**config.mk**
```make
export PLATFORM = sky130hd
export DESIGN_NAME = shadow_mem_decoder
export DESIGN_NICKNAME = d
export VERILOG_FILES = /design/src/rtl/smd_pkg.sv /design/src/rtl/smd_cfg_regs.sv /design/src/rtl/smd_region_decode.sv /design/src/rtl/smd_route.sv /design/src/rtl/shadow_mem_decoder.sv
export SDC_FILE = /design/constraint.sdc
export NUM_CORES = 1
export LEC_CHECK = 0
export BUFFER_PORTS_ARGS = -buffer_cell sky130_fd_sc_hd__buf_4
export CORE_ASPECT_RATIO = 0.5
export CORE_MARGIN = 4
export CORE_UTILIZATION = 54
export CTS_BUF_LIST = sky130_fd_sc_hd__clkbuf_8
export DETAILED_ROUTE_END_ITERATION = 10
export PLACE_DENSITY = 0.81
export SYNTH_ARGS = -nofsm -noshare
export SYNTH_HDL_FRONTEND = slang
export SYNTH_SLANG_ARGS = --single-unit
```
**constraint.sdc**
```tcl
create_clock -name clk_i -period 2 [get_ports clk_i]
set_input_delay 0 -clock clk_i [delete_from_list [all_inputs] [get_ports clk_i]]
set_output_delay 0 -clock clk_i [all_outputs]
set_load 0.02 [all_outputs]
```
**src/rtl/smd_pkg.sv**
```systemverilog
package smd_pkg;
  localparam int ADDR_W = 32;
  localparam int MB_W   = 8;   // A27:20, 1MB units within a 256MB block

  typedef enum logic [2:0] {
    RG_PLAIN,   // conventional or above 1MB in the low half
    RG_VIDEO,   // A0000-BFFFF
    RG_LOSH,    // C0000-DFFFF
    RG_HISH,    // E0000-FFFFF
    RG_UPPER,   // A31 set, not top 1MB
    RG_TOPROM   // fixed boot ROM window
  } region_e;

  typedef struct packed {
    logic dram;
    logic isa;
    logic rom_cs;
    logic rom_steer;
    logic memr;
    logic memw;
  } route_t;
endpackage

```
**src/rtl/smd_cfg_regs.sv**
```systemverilog
module smd_cfg_regs #(
  parameter int CFG_AW   = 3,
  parameter int CFG_DW   = 16,
  parameter int LO_SEGS  = 8,
  parameter int HI_SEGS  = 2,
  parameter int FL_GRAN  = 4,
  parameter int VID_SEGS = 2,
  parameter int ROM_SEGS = 4,
  parameter int TOM_W    = 8
) (
  input  logic                  clk_i,
  input  logic                  rst_ni,
  input  logic                  we_i,
  input  logic [CFG_AW-1:0]     sel_i,
  input  logic [CFG_DW-1:0]     wdata_i,
  output logic [2*LO_SEGS-1:0]  seg_lo_o,
  output logic [2*HI_SEGS-1:0]  seg_hi_o,
  output logic [VID_SEGS-1:0]   vid_o,
  output logic [FL_GRAN-1:0]    flash_o,
  output logic [ROM_SEGS-1:0]   rom_en_o,
  output logic [TOM_W-1:0]      tom_o
);
  localparam logic [CFG_AW-1:0] SEL_LO   = CFG_AW'(0);
  localparam logic [CFG_AW-1:0] SEL_HI   = CFG_AW'(1);
  localparam logic [CFG_AW-1:0] SEL_VID  = CFG_AW'(2);
  localparam logic [CFG_AW-1:0] SEL_FL   = CFG_AW'(3);
  localparam logic [CFG_AW-1:0] SEL_ROM  = CFG_AW'(4);
  localparam logic [CFG_AW-1:0] SEL_TOM  = CFG_AW'(5);

  always_ff @(posedge clk_i or negedge rst_ni) begin
    if (!rst_ni) begin
      seg_lo_o <= '0;
      seg_hi_o <= '0;
      vid_o    <= '0;
      flash_o  <= '0;
      rom_en_o <= '0;
      tom_o    <= '0;
    end else if (we_i) begin
      case (sel_i)
        SEL_LO:  seg_lo_o <= wdata_i[2*LO_SEGS-1:0];
        SEL_HI:  seg_hi_o <= wdata_i[2*HI_SEGS-1:0];
        SEL_VID: vid_o    <= wdata_i[VID_SEGS-1:0];
        SEL_FL:  flash_o  <= wdata_i[FL_GRAN-1:0];
        SEL_ROM: rom_en_o <= wdata_i[ROM_SEGS-1:0];
        SEL_TOM: tom_o    <= wdata_i[TOM_W-1:0];
        default: ;
      endcase
    end
  end
endmodule

```
**src/rtl/smd_region_decode.sv**
```systemverilog
module smd_region_decode
  import smd_pkg::*;
#(
  parameter int LO_SEGS  = 8,
  parameter int FL_GRAN  = 4,
  parameter int VID_SEGS = 2,
  parameter int ROM_SEGS = 4,
  localparam int LO_IW   = $clog2(LO_SEGS),
  localparam int FL_IW   = $clog2(FL_GRAN),
  localparam int VID_IW  = $clog2(VID_SEGS),
  localparam int ROM_IW  = $clog2(ROM_SEGS)
) (
  input  logic [ADDR_W-1:0] addr_i,
  output region_e           region_o,
  output logic [LO_IW-1:0]  lo_idx_o,
  output logic [FL_IW-1:0]  fl_idx_o,
  output logic [VID_IW-1:0] vid_idx_o,
  output logic [ROM_IW-1:0] rom_idx_o,
  output logic [MB_W-1:0]   mb_o
);
  // each window pair (A/B, C/D, E/F) spans 128KB, offset is A16:0
  localparam int PAIR_W = 17;
  localparam int LO_SH  = PAIR_W - LO_IW;
  localparam int FL_SH  = PAIR_W - FL_IW;
  localparam int VID_SH = PAIR_W - VID_IW;
  localparam int ROM_SH = 16;

  logic [PAIR_W-1:0] off;
  logic [3:0]        seg64;
  logic              unused_addr_bits;

  assign off   = addr_i[PAIR_W-1:0];
  assign seg64 = addr_i[19:16];
  assign mb_o  = addr_i[27:20];
  assign unused_addr_bits = ^addr_i[30:28];

  assign lo_idx_o  = LO_IW'(off >> LO_SH);
  assign fl_idx_o  = FL_IW'(off >> FL_SH);
  assign vid_idx_o = VID_IW'(off >> VID_SH);
  assign rom_idx_o = ROM_IW'(addr_i[19:0] >> ROM_SH);

  always_comb begin
    region_o = RG_PLAIN;
    if (addr_i[31]) begin
      region_o = (&mb_o) ? RG_TOPROM : RG_UPPER;
    end else if (mb_o == '0) begin
      case (seg64)
        4'hA, 4'hB: region_o = RG_VIDEO;
        4'hC, 4'hD: region_o = RG_LOSH;
        4'hE, 4'hF: region_o = RG_HISH;
        default:    region_o = RG_PLAIN;
      endcase
    end
  end
endmodule

```
**src/rtl/smd_route.sv**
```systemverilog
module smd_route
  import smd_pkg::*;
#(
  parameter int LO_SEGS  = 8,
  parameter int HI_SEGS  = 2,
  parameter int FL_GRAN  = 4,
  parameter int VID_SEGS = 2,
  parameter int ROM_SEGS = 4,
  localparam int LO_IW   = $clog2(LO_SEGS),
  localparam int FL_IW   = $clog2(FL_GRAN),
  localparam int VID_IW  = $clog2(VID_SEGS),
  localparam int ROM_IW  = $clog2(ROM_SEGS),
  localparam int G_PER_H = FL_GRAN / HI_SEGS
) (
  input  logic                 valid_i,
  input  logic                 write_i,
  input  region_e              region_i,
  input  logic [LO_IW-1:0]     lo_idx_i,
  input  logic [FL_IW-1:0]     fl_idx_i,
  input  logic [VID_IW-1:0]    vid_idx_i,
  input  logic [ROM_IW-1:0]    rom_idx_i,
  input  logic [MB_W-1:0]      mb_i,
  input  logic [2*LO_SEGS-1:0] seg_lo_i,
  input  logic [2*HI_SEGS-1:0] seg_hi_i,
  input  logic [VID_SEGS-1:0]  vid_i,
  input  logic [FL_GRAN-1:0]   flash_i,
  input  logic [ROM_SEGS-1:0]  rom_en_i,
  input  logic [MB_W-1:0]      tom_i,
  output route_t               route_o
);
  logic [LO_SEGS-1:0] lo_rd, lo_wr;
  logic [FL_GRAN-1:0] hi_rd, hi_wr;
  logic               win_en, to_dram, rom_win;

  for (genvar k = 0; k < LO_SEGS; k++) begin : g_lo
    assign lo_rd[k] = seg_lo_i[2*k];
    assign lo_wr[k] = seg_lo_i[2*k+1];
  end

  // flash granules widen the 64KB pair into per-32KB enables
  for (genvar g = 0; g < FL_GRAN; g++) begin : g_gran
    localparam int H = g / G_PER_H;
    assign hi_rd[g] = seg_hi_i[2*H]   | flash_i[g];
    assign hi_wr[g] = seg_hi_i[2*H+1] | flash_i[g];
  end

  always_comb begin
    case (region_i)
      RG_VIDEO: win_en = vid_i[vid_idx_i];
      RG_LOSH:  win_en = write_i ? lo_wr[lo_idx_i] : lo_rd[lo_idx_i];
      RG_HISH:  win_en = write_i ? hi_wr[fl_idx_i] : hi_rd[fl_idx_i];
      RG_PLAIN: win_en = 1'b1;
      default:  win_en = 1'b0;
    endcase
  end

  assign to_dram = win_en && (mb_i < tom_i);
  assign rom_win = ((region_i == RG_LOSH) || (region_i == RG_HISH)) && rom_en_i[rom_idx_i];

  always_comb begin
    route_o = '0;
    if (valid_i) begin
      if (region_i == RG_TOPROM) begin
        route_o.isa       = 1'b1;
        route_o.rom_cs    = 1'b1;
        route_o.rom_steer = !write_i;
        route_o.memr      = !write_i;
        route_o.memw      = write_i;
      end else if (to_dram) begin
        route_o.dram = 1'b1;
      end else begin
        route_o.isa       = 1'b1;
        route_o.rom_cs    = rom_win;
        route_o.rom_steer = rom_win && !write_i;
        route_o.memr      = !write_i;
        route_o.memw      = write_i;
      end
    end
  end
endmodule

```
**src/rtl/shadow_mem_decoder.sv**
```systemverilog
module shadow_mem_decoder
  import smd_pkg::*;
#(
  parameter int CFG_AW   = 3,
  parameter int CFG_DW   = 16,
  parameter int LO_SEGS  = 8,
  parameter int HI_SEGS  = 2,
  parameter int FL_GRAN  = 4,
  parameter int VID_SEGS = 2,
  parameter int ROM_SEGS = 4
) (
  input  logic              clk_i,
  input  logic              rst_ni,
  input  logic              cfg_we_i,
  input  logic [CFG_AW-1:0] cfg_sel_i,
  input  logic [CFG_DW-1:0] cfg_wdata_i,
  input  logic              cyc_valid_i,
  input  logic [31:0]       cyc_addr_i,
  input  logic              cyc_write_i,
  output logic              dram_sel_o,
  output logic              isa_sel_o,
  output logic              rom_cs_o,
  output logic              rom_steer_o,
  output logic              memr_o,
  output logic              memw_o
);
  localparam int LO_IW  = $clog2(LO_SEGS);
  localparam int FL_IW  = $clog2(FL_GRAN);
  localparam int VID_IW = $clog2(VID_SEGS);
  localparam int ROM_IW = $clog2(ROM_SEGS);

  logic [2*LO_SEGS-1:0] seg_lo;
  logic [2*HI_SEGS-1:0] seg_hi;
  logic [VID_SEGS-1:0]  vid;
  logic [FL_GRAN-1:0]   flash;
  logic [ROM_SEGS-1:0]  rom_en;
  logic [MB_W-1:0]      tom;

  region_e           region;
  logic [LO_IW-1:0]  lo_idx;
  logic [FL_IW-1:0]  fl_idx;
  logic [VID_IW-1:0] vid_idx;
  logic [ROM_IW-1:0] rom_idx;
  logic [MB_W-1:0]   mb;
  route_t            route_d, route_q;

  smd_cfg_regs #(
    .CFG_AW(CFG_AW), .CFG_DW(CFG_DW), .LO_SEGS(LO_SEGS), .HI_SEGS(HI_SEGS),
    .FL_GRAN(FL_GRAN), .VID_SEGS(VID_SEGS), .ROM_SEGS(ROM_SEGS), .TOM_W(MB_W)
  ) i_cfg (
    .clk_i, .rst_ni,
    .we_i(cfg_we_i), .sel_i(cfg_sel_i), .wdata_i(cfg_wdata_i),
    .seg_lo_o(seg_lo), .seg_hi_o(seg_hi), .vid_o(vid),
    .flash_o(flash), .rom_en_o(rom_en), .tom_o(tom)
  );

  smd_region_decode #(
    .LO_SEGS(LO_SEGS), .FL_GRAN(FL_GRAN), .VID_SEGS(VID_SEGS), .ROM_SEGS(ROM_SEGS)
  ) i_dec (
    .addr_i(cyc_addr_i), .region_o(region), .lo_idx_o(lo_idx),
    .fl_idx_o(fl_idx), .vid_idx_o(vid_idx), .rom_idx_o(rom_idx), .mb_o(mb)
  );

  smd_route #(
    .LO_SEGS(LO_SEGS), .HI_SEGS(HI_SEGS), .FL_GRAN(FL_GRAN),
    .VID_SEGS(VID_SEGS), .ROM_SEGS(ROM_SEGS)
  ) i_route (
    .valid_i(cyc_valid_i), .write_i(cyc_write_i), .region_i(region),
    .lo_idx_i(lo_idx), .fl_idx_i(fl_idx), .vid_idx_i(vid_idx),
    .rom_idx_i(rom_idx), .mb_i(mb),
    .seg_lo_i(seg_lo), .seg_hi_i(seg_hi), .vid_i(vid), .flash_i(flash),
    .rom_en_i(rom_en), .tom_i(tom), .route_o(route_d)
  );

  always_ff @(posedge clk_i or negedge rst_ni) begin
    if (!rst_ni) route_q <= '0;
    else         route_q <= route_d;
  end

  assign dram_sel_o  = route_q.dram;
  assign isa_sel_o   = route_q.isa;
  assign rom_cs_o    = route_q.rom_cs;
  assign rom_steer_o = route_q.rom_steer;
  assign memr_o      = route_q.memr;
  assign memw_o      = route_q.memw;
endmodule

```
After elaboration in Yosys (flattened, before gate mapping)
Cells that the tools add are included.

word-level totals
  bits in registers = 44
  input port bits = 56
  output and inout port bits = 6
  logic and storage cells = 82

cells by class
  magnitude comparators = 5
  equal/unequal tests = 15
  multiplexer cells = 24
  bitwise logic cells = 8
  reductions and logical operators = 18

operator list
  kind                                                count
  == test 4 bit, second input constant                6
  == test 3 x 2 -> 1 bit, second input constant       4
  2-to-1 mux 1 bit                                    12
  AND reduction 2 bit                                 6
  2-to-1 mux 5 bit                                    2
  == test 3 bit, second input constant                3
  zero test 8 bit                                     1
  < comparator 8 bit                                  1
  OR 1 bit                                            8
  AND reduction 8 bit                                 1
  binary-select mux 1 bit (select 2 bit)              3
  binary-select mux 1 bit (select 3 bit)              2
  == test 3 x 1 -> 1 bit, second input constant       2
  zero test 3 bit                                     2
  < comparator 2 x 3 -> 1 bit, second input constant  2
  2-to-1 mux 6 bit                                    1
  one-hot mux 2 bit (3 select lines)                  1
  OR reduction 2 bit                                  3
  < comparator 3 x 4 -> 1 bit, second input constant  1
  one-hot mux 1 bit (4 select lines)                  1
  logical AND 1 bit                                   3
  2-to-1 mux 3 bit                                    1
  < comparator 1 x 2 -> 1 bit, second input constant  1
  2-to-1 mux 2 bit                                    1
  other kinds (2)                                     2

Depth between registers and ports, before layout
  word-level depth = 12
  depth in mapped cells = 7
  mapped depth without buffers = 7

Modules after synthesis
A second synthesis with hierarchy kept.

second synthesis, totals
  cells, all modules = 183
  area total of the unflattened synthesis = 2356.0 um^2

modules (own cells, without submodules)
  module              instances  cells each  area each (um^2)  sequential area each (um^2)
  smd_cfg_regs        1          83          1468.9            950.9
  smd_route           1          66          534.3             0.0
  smd_region_decode   1          28          202.7             0.0
  shadow_mem_decoder  1          6           150.1             150.1

Least setup slack after synthesis
OpenSTA, ideal clock, no wires.

  path type = register to register
  start point = register i_cfg.tom_o[2]
  end point = register route_q, in the netlist memw_o
  setup time = 145 ps
  arrival time = 1441 ps
  required time = 1855 ps
  setup slack = 414 ps
  stages on the path, launching flop included = 8
  path buffers = 0
  period minus slack after synthesis = 1586 ps
  path through = dfrtp_1 -> inv_1 -> ha_1 -> a21o_1 -> a31oi_1 -> o211ai_1 -> o21ai_1 -> a21boi_0

RTL lines
  what                    line                      source
  from (decl)             smd_cfg_regs.sv:21        output logic [TOM_W-1:0] tom_o
  from (signal assigned)  smd_cfg_regs.sv:45        SEL_TOM: tom_o <= wdata_i[TOM_W-1:0];
  to (signal assigned)    shadow_mem_decoder.sv:77  else route_q <= route_d;
  to (decl)               shadow_mem_decoder.sv:45  route_t route_d, route_q;

==> results by stage <==
STA:
- The final count of pins violating max slew is 0.
- The summed negative setup slack over all endpoints is 0 ps.
- Measured against its own limit, the worst slew margin works out to 58.6%.
- Between clock sinks in the finished design, the worst skew comes to 8.93 ps.
- At the pin with the least slew margin, the transition time is 620 ps.
- The setup-violating endpoint count in the final report is 0.
- The clock period could shrink to 1730 ps.
- The worst path uses 86.6% of the clock period.
- The maximum frequency from static timing analysis is 0.578 GHz.
- Setup repair after global routing left no endpoint under its margin.
- The final number of hold-violating endpoints is 0.

Place:
- The number of I/O port buffers is 44.
- After legalization and detailed placement, the total HPWL measured 3370 µm.
- At the end of routability-driven placement, the weighted congestion stood at 0.766.
- The number of placed instances, taps included, is 265.

Final layout:
- Relative to the synthesized area, the layout overhead comes to 30.5%.
- The filler cells instantiated in the layout total 264.
- Of the cells placed in the final design, the portion with a size suffix greater than 1 is 41.6%.
- The repair_antennas step left the layout with diodes totalling 0.
- After the flow finishes, the layout carries non-filler instances totaling 292.
- The final core utilization is 73.6%.
- The final net count is 300.

Logic synthesis:
- The most frequent cell after synthesis is dfrtp_1.
- The post-synthesis instance area is 2220 µm².
- For this run, the number of Yosys warnings is 0.
- Synthesis handed over a netlist of 170 instances.
- The fraction of synthesis flops using an asynchronous set or reset pin is 100%.
- The count of flip-flops with a built-in enable after synthesis is 0.
- The number of nets in the synthesized netlist is 233.
- The register bit total from synthesis is 44.
- After synthesis, the cell types taking the most area are dfrtp_1 (49%), mux2_2 (20%), mux2i_1 (4.5%), ha_1 (3.9%), mux4_2 (2.0%).
- The biggest area contributor in the post-synthesis netlist is dfrtp_1.
- Of the post-synthesis cell area, the dominant cell type holds 49.5%.
- The most used flip-flop cell after synthesis is dfrtp_1.
- Sequential elements use 49.5% of the synthesized area.
- Sorting the synthesized cells by how often they occur yields dfrtp_1 (44), mux2_2 (39), mux2i_1 (10), inv_1 (9), ha_1 (7).
- The count of unique library cells instantiated by Yosys is 37.
- The average cell area after synthesis is 13.1 µm².

Drt:
- The detailed router's first-iteration violation count is 82.
- The first detailed-routing pass took 4 iterations.
- In the detailed route, the total length drawn on met3 is 274 µm.
- The total routed wire length on the met1 layer is 2170 µm.
- The total wire length is 4710 µm.
- The highest metal layer with signal wires is met4.
- Summed over all nets, wire length on met2 after detailed routing comes to 2170 µm.
- In the routed design, unresolved DRC markers number 0.
- The via count normalized by instance count is 5.50.
- In this run the remaining antenna-violating nets after routing total 0.
- The routed length per placed instance is 16.1 µm.
- Summing over every cut layer, the via total after detailed routing is 1607.

Global route:
- For this run the aggregate overflow at the end of global routing stands at 0.
- The number of global-route vias before repair was 1621.
- The wire length of the first global-routing pass is 7960 µm.
- Global routing used 20.2% of the available tracks.
- The initial antenna violation count came to 0.
- Entering global routing, the biggest net connects 45 pins.

Clock network:
- The clock passes through at most 2 buffers.
- The cell at the root of the clock tree is clkbuf_8.
- Clock latency on the worst-skew pair, taken at its later pin, is 300 ps.
- The number of resized instances in the post-cts repair step is 0.
- The total of hold buffers inserted after clock tree synthesis is 19.
- CTS built an H-tree with a depth of 2.
- Counting every sink on the clock net gives 44.
- After clock tree synthesis, the clock-pin slew on the worst setup and hold paths is 80 ps.
- TritonCTS built the clock tree.
- The number of clock buffers added by TritonCTS is 5.
- The number of buffers inserted by post-CTS setup repair is 0.

Die:
- The I/O pin total is 62.
- The width of the die is 98.8 µm.
- The standard cell core area is 3940 µm².
- The starting density of the core is 56.4%.
- The die covers 5270 µm².
- The height of the die is 53.4 µm.
- The number of rows created at floorplan is 16.

Critical path:
- The required arrival time at the worst endpoint is 2170 ps.
- For flop-to-flop paths, the worst setup slack is 270 ps.
- The kind of launch point of the worst setup path is a flip-flop.
- The category of the critical setup timing path is reg -> reg.
- The top fanout value on the critical path is 5.
- The arrival time at the worst endpoint is 1900 ps.
- The kind of end point of the critical path is a flip-flop.

Power:
- For this design the ratio of total power to cell area is 811 nW/µm².
- The static leakage power is 1.34 nW.
- The maximum VDD drop is 0.000408 V.

Hold path:
- In this run the worst hold path is classified as in -> reg.

Run status:
- The run finished with clean final reports.

Job:
- The tool flagged a number of max-cap violations equal to 0.
[layout by cell type (no fill, tap or decap), types with 3 or more instances in the layout]
cell | Yosys | routed
and4_1 | 3 | 3
dfrtp_1 | 44 | 44
nand2_1 | 4 | 4
a22oi_1 | 3 | 3
dlygate4sd3_1 | 0 | 19
nand3_1 | 4 | 4
ha_1 | 7 | 7
buf_4 | 0 | 45
and3_1 | 3 | 3
nand4_1 | 3 | 3
nor2_1 | 4 | 4
mux2i_1 | 10 | 10
a21oi_1 | 3 | 3
mux2_2 | 39 | 39
inv_1 | 9 | 10
clkbuf_8 | 0 | 5
[logic make-up (layout without fill, tap and decap cells)]
kind of cell	count (synthesis)	after routing	share of synthesized area, %
and+or+nand+nor	36	36	10.7
AOI/OAI and AO/OA	19	19	6.97
buffers and inverters	13	81	2.64
DFF	44	44	49.5
muxes	51	51	26.3
adders and majority gates	7	7	3.94
[worst paths after layout]
| kind | start | cells past startpoint | endpoint |
|---|---|---|---|
| max | i_cfg.tom_o[7] | 6 | memw_o |
| min | cfg_sel_i[2] | 3 | i_cfg.vid_o[0] |
| max reg2reg | i_cfg.tom_o[7] | 6 | memw_o |
| min reg2reg | i_cfg.flash_o[0] | 1 | i_cfg.flash_o[0] |
| max in group asynchronous | rst_ni | 2 | i_cfg.seg_hi_o[1] |
| min in group asynchronous | rst_ni | 2 | dram_sel_o |
[sequential cells by signal (all words and copies together) (netlist names)]
register and count:
i_cfg.vid_o 2, i_cfg.seg_hi_o 4, i_cfg.seg_lo_o 16, i_cfg.flash_o 4, dram_sel_o 1, memw_o 1, rom_steer_o 1, memr_o 1
isa_sel_o 1, rom_cs_o 1, i_cfg.rom_en_o 4, i_cfg.tom_o 8
[final cells by class]
type | count | area, µm² | share of cell area (%)
clock inverters | 3 | 38.8 | 1.34
multi-input cells | 113 | 1060 | 36.7
clock buffers | 5 | 68.8 | 2.37
well taps | 54 | 67.6 | 2.33
inverters | 9 | 33.8 | 1.16
repair buffers | 64 | 528 | 18.2
flip-flops and latches | 44 | 1100 | 37.9
[layer usage]
metal / vias up / global-route usage (%)
met5: - / 0
met2: 39 / 33.0
li1: 773 / -
met4: 0 / 7.71
met3: 10 / 5.53
met1: 785 / 26.0
[per-stage QoR]
step                worst slack, ps  total power (W)  cell area (µm²)  hold WS, ps
floorplan                       414          0.00149             2220         -296
global placement                296          0.00165             2610         11.0
detailed placement              251          0.00168             2610         18.9
CTS                             250          0.00236             2900          117
global route                   47.2          0.00249             2900          125
finish                          269          0.00235             2900          124
[power by group]
group	total, W	internal, W	switching [W]
clock network	0.000660	0.000366	0.000295
registers	0.00115	0.00107	0.0000853
logic	0.000543	0.000314	0.000229
[critical path, cell delays in order (launching register included)]
cell and delay [ps]:
dfrtp_1 350, inv_1 50, ha_1 290, a211oi_1 280, o211ai_1 160, o21ai_1 330
a21boi_0 150
No activity file was read; power rests on OpenSTA's default activity.
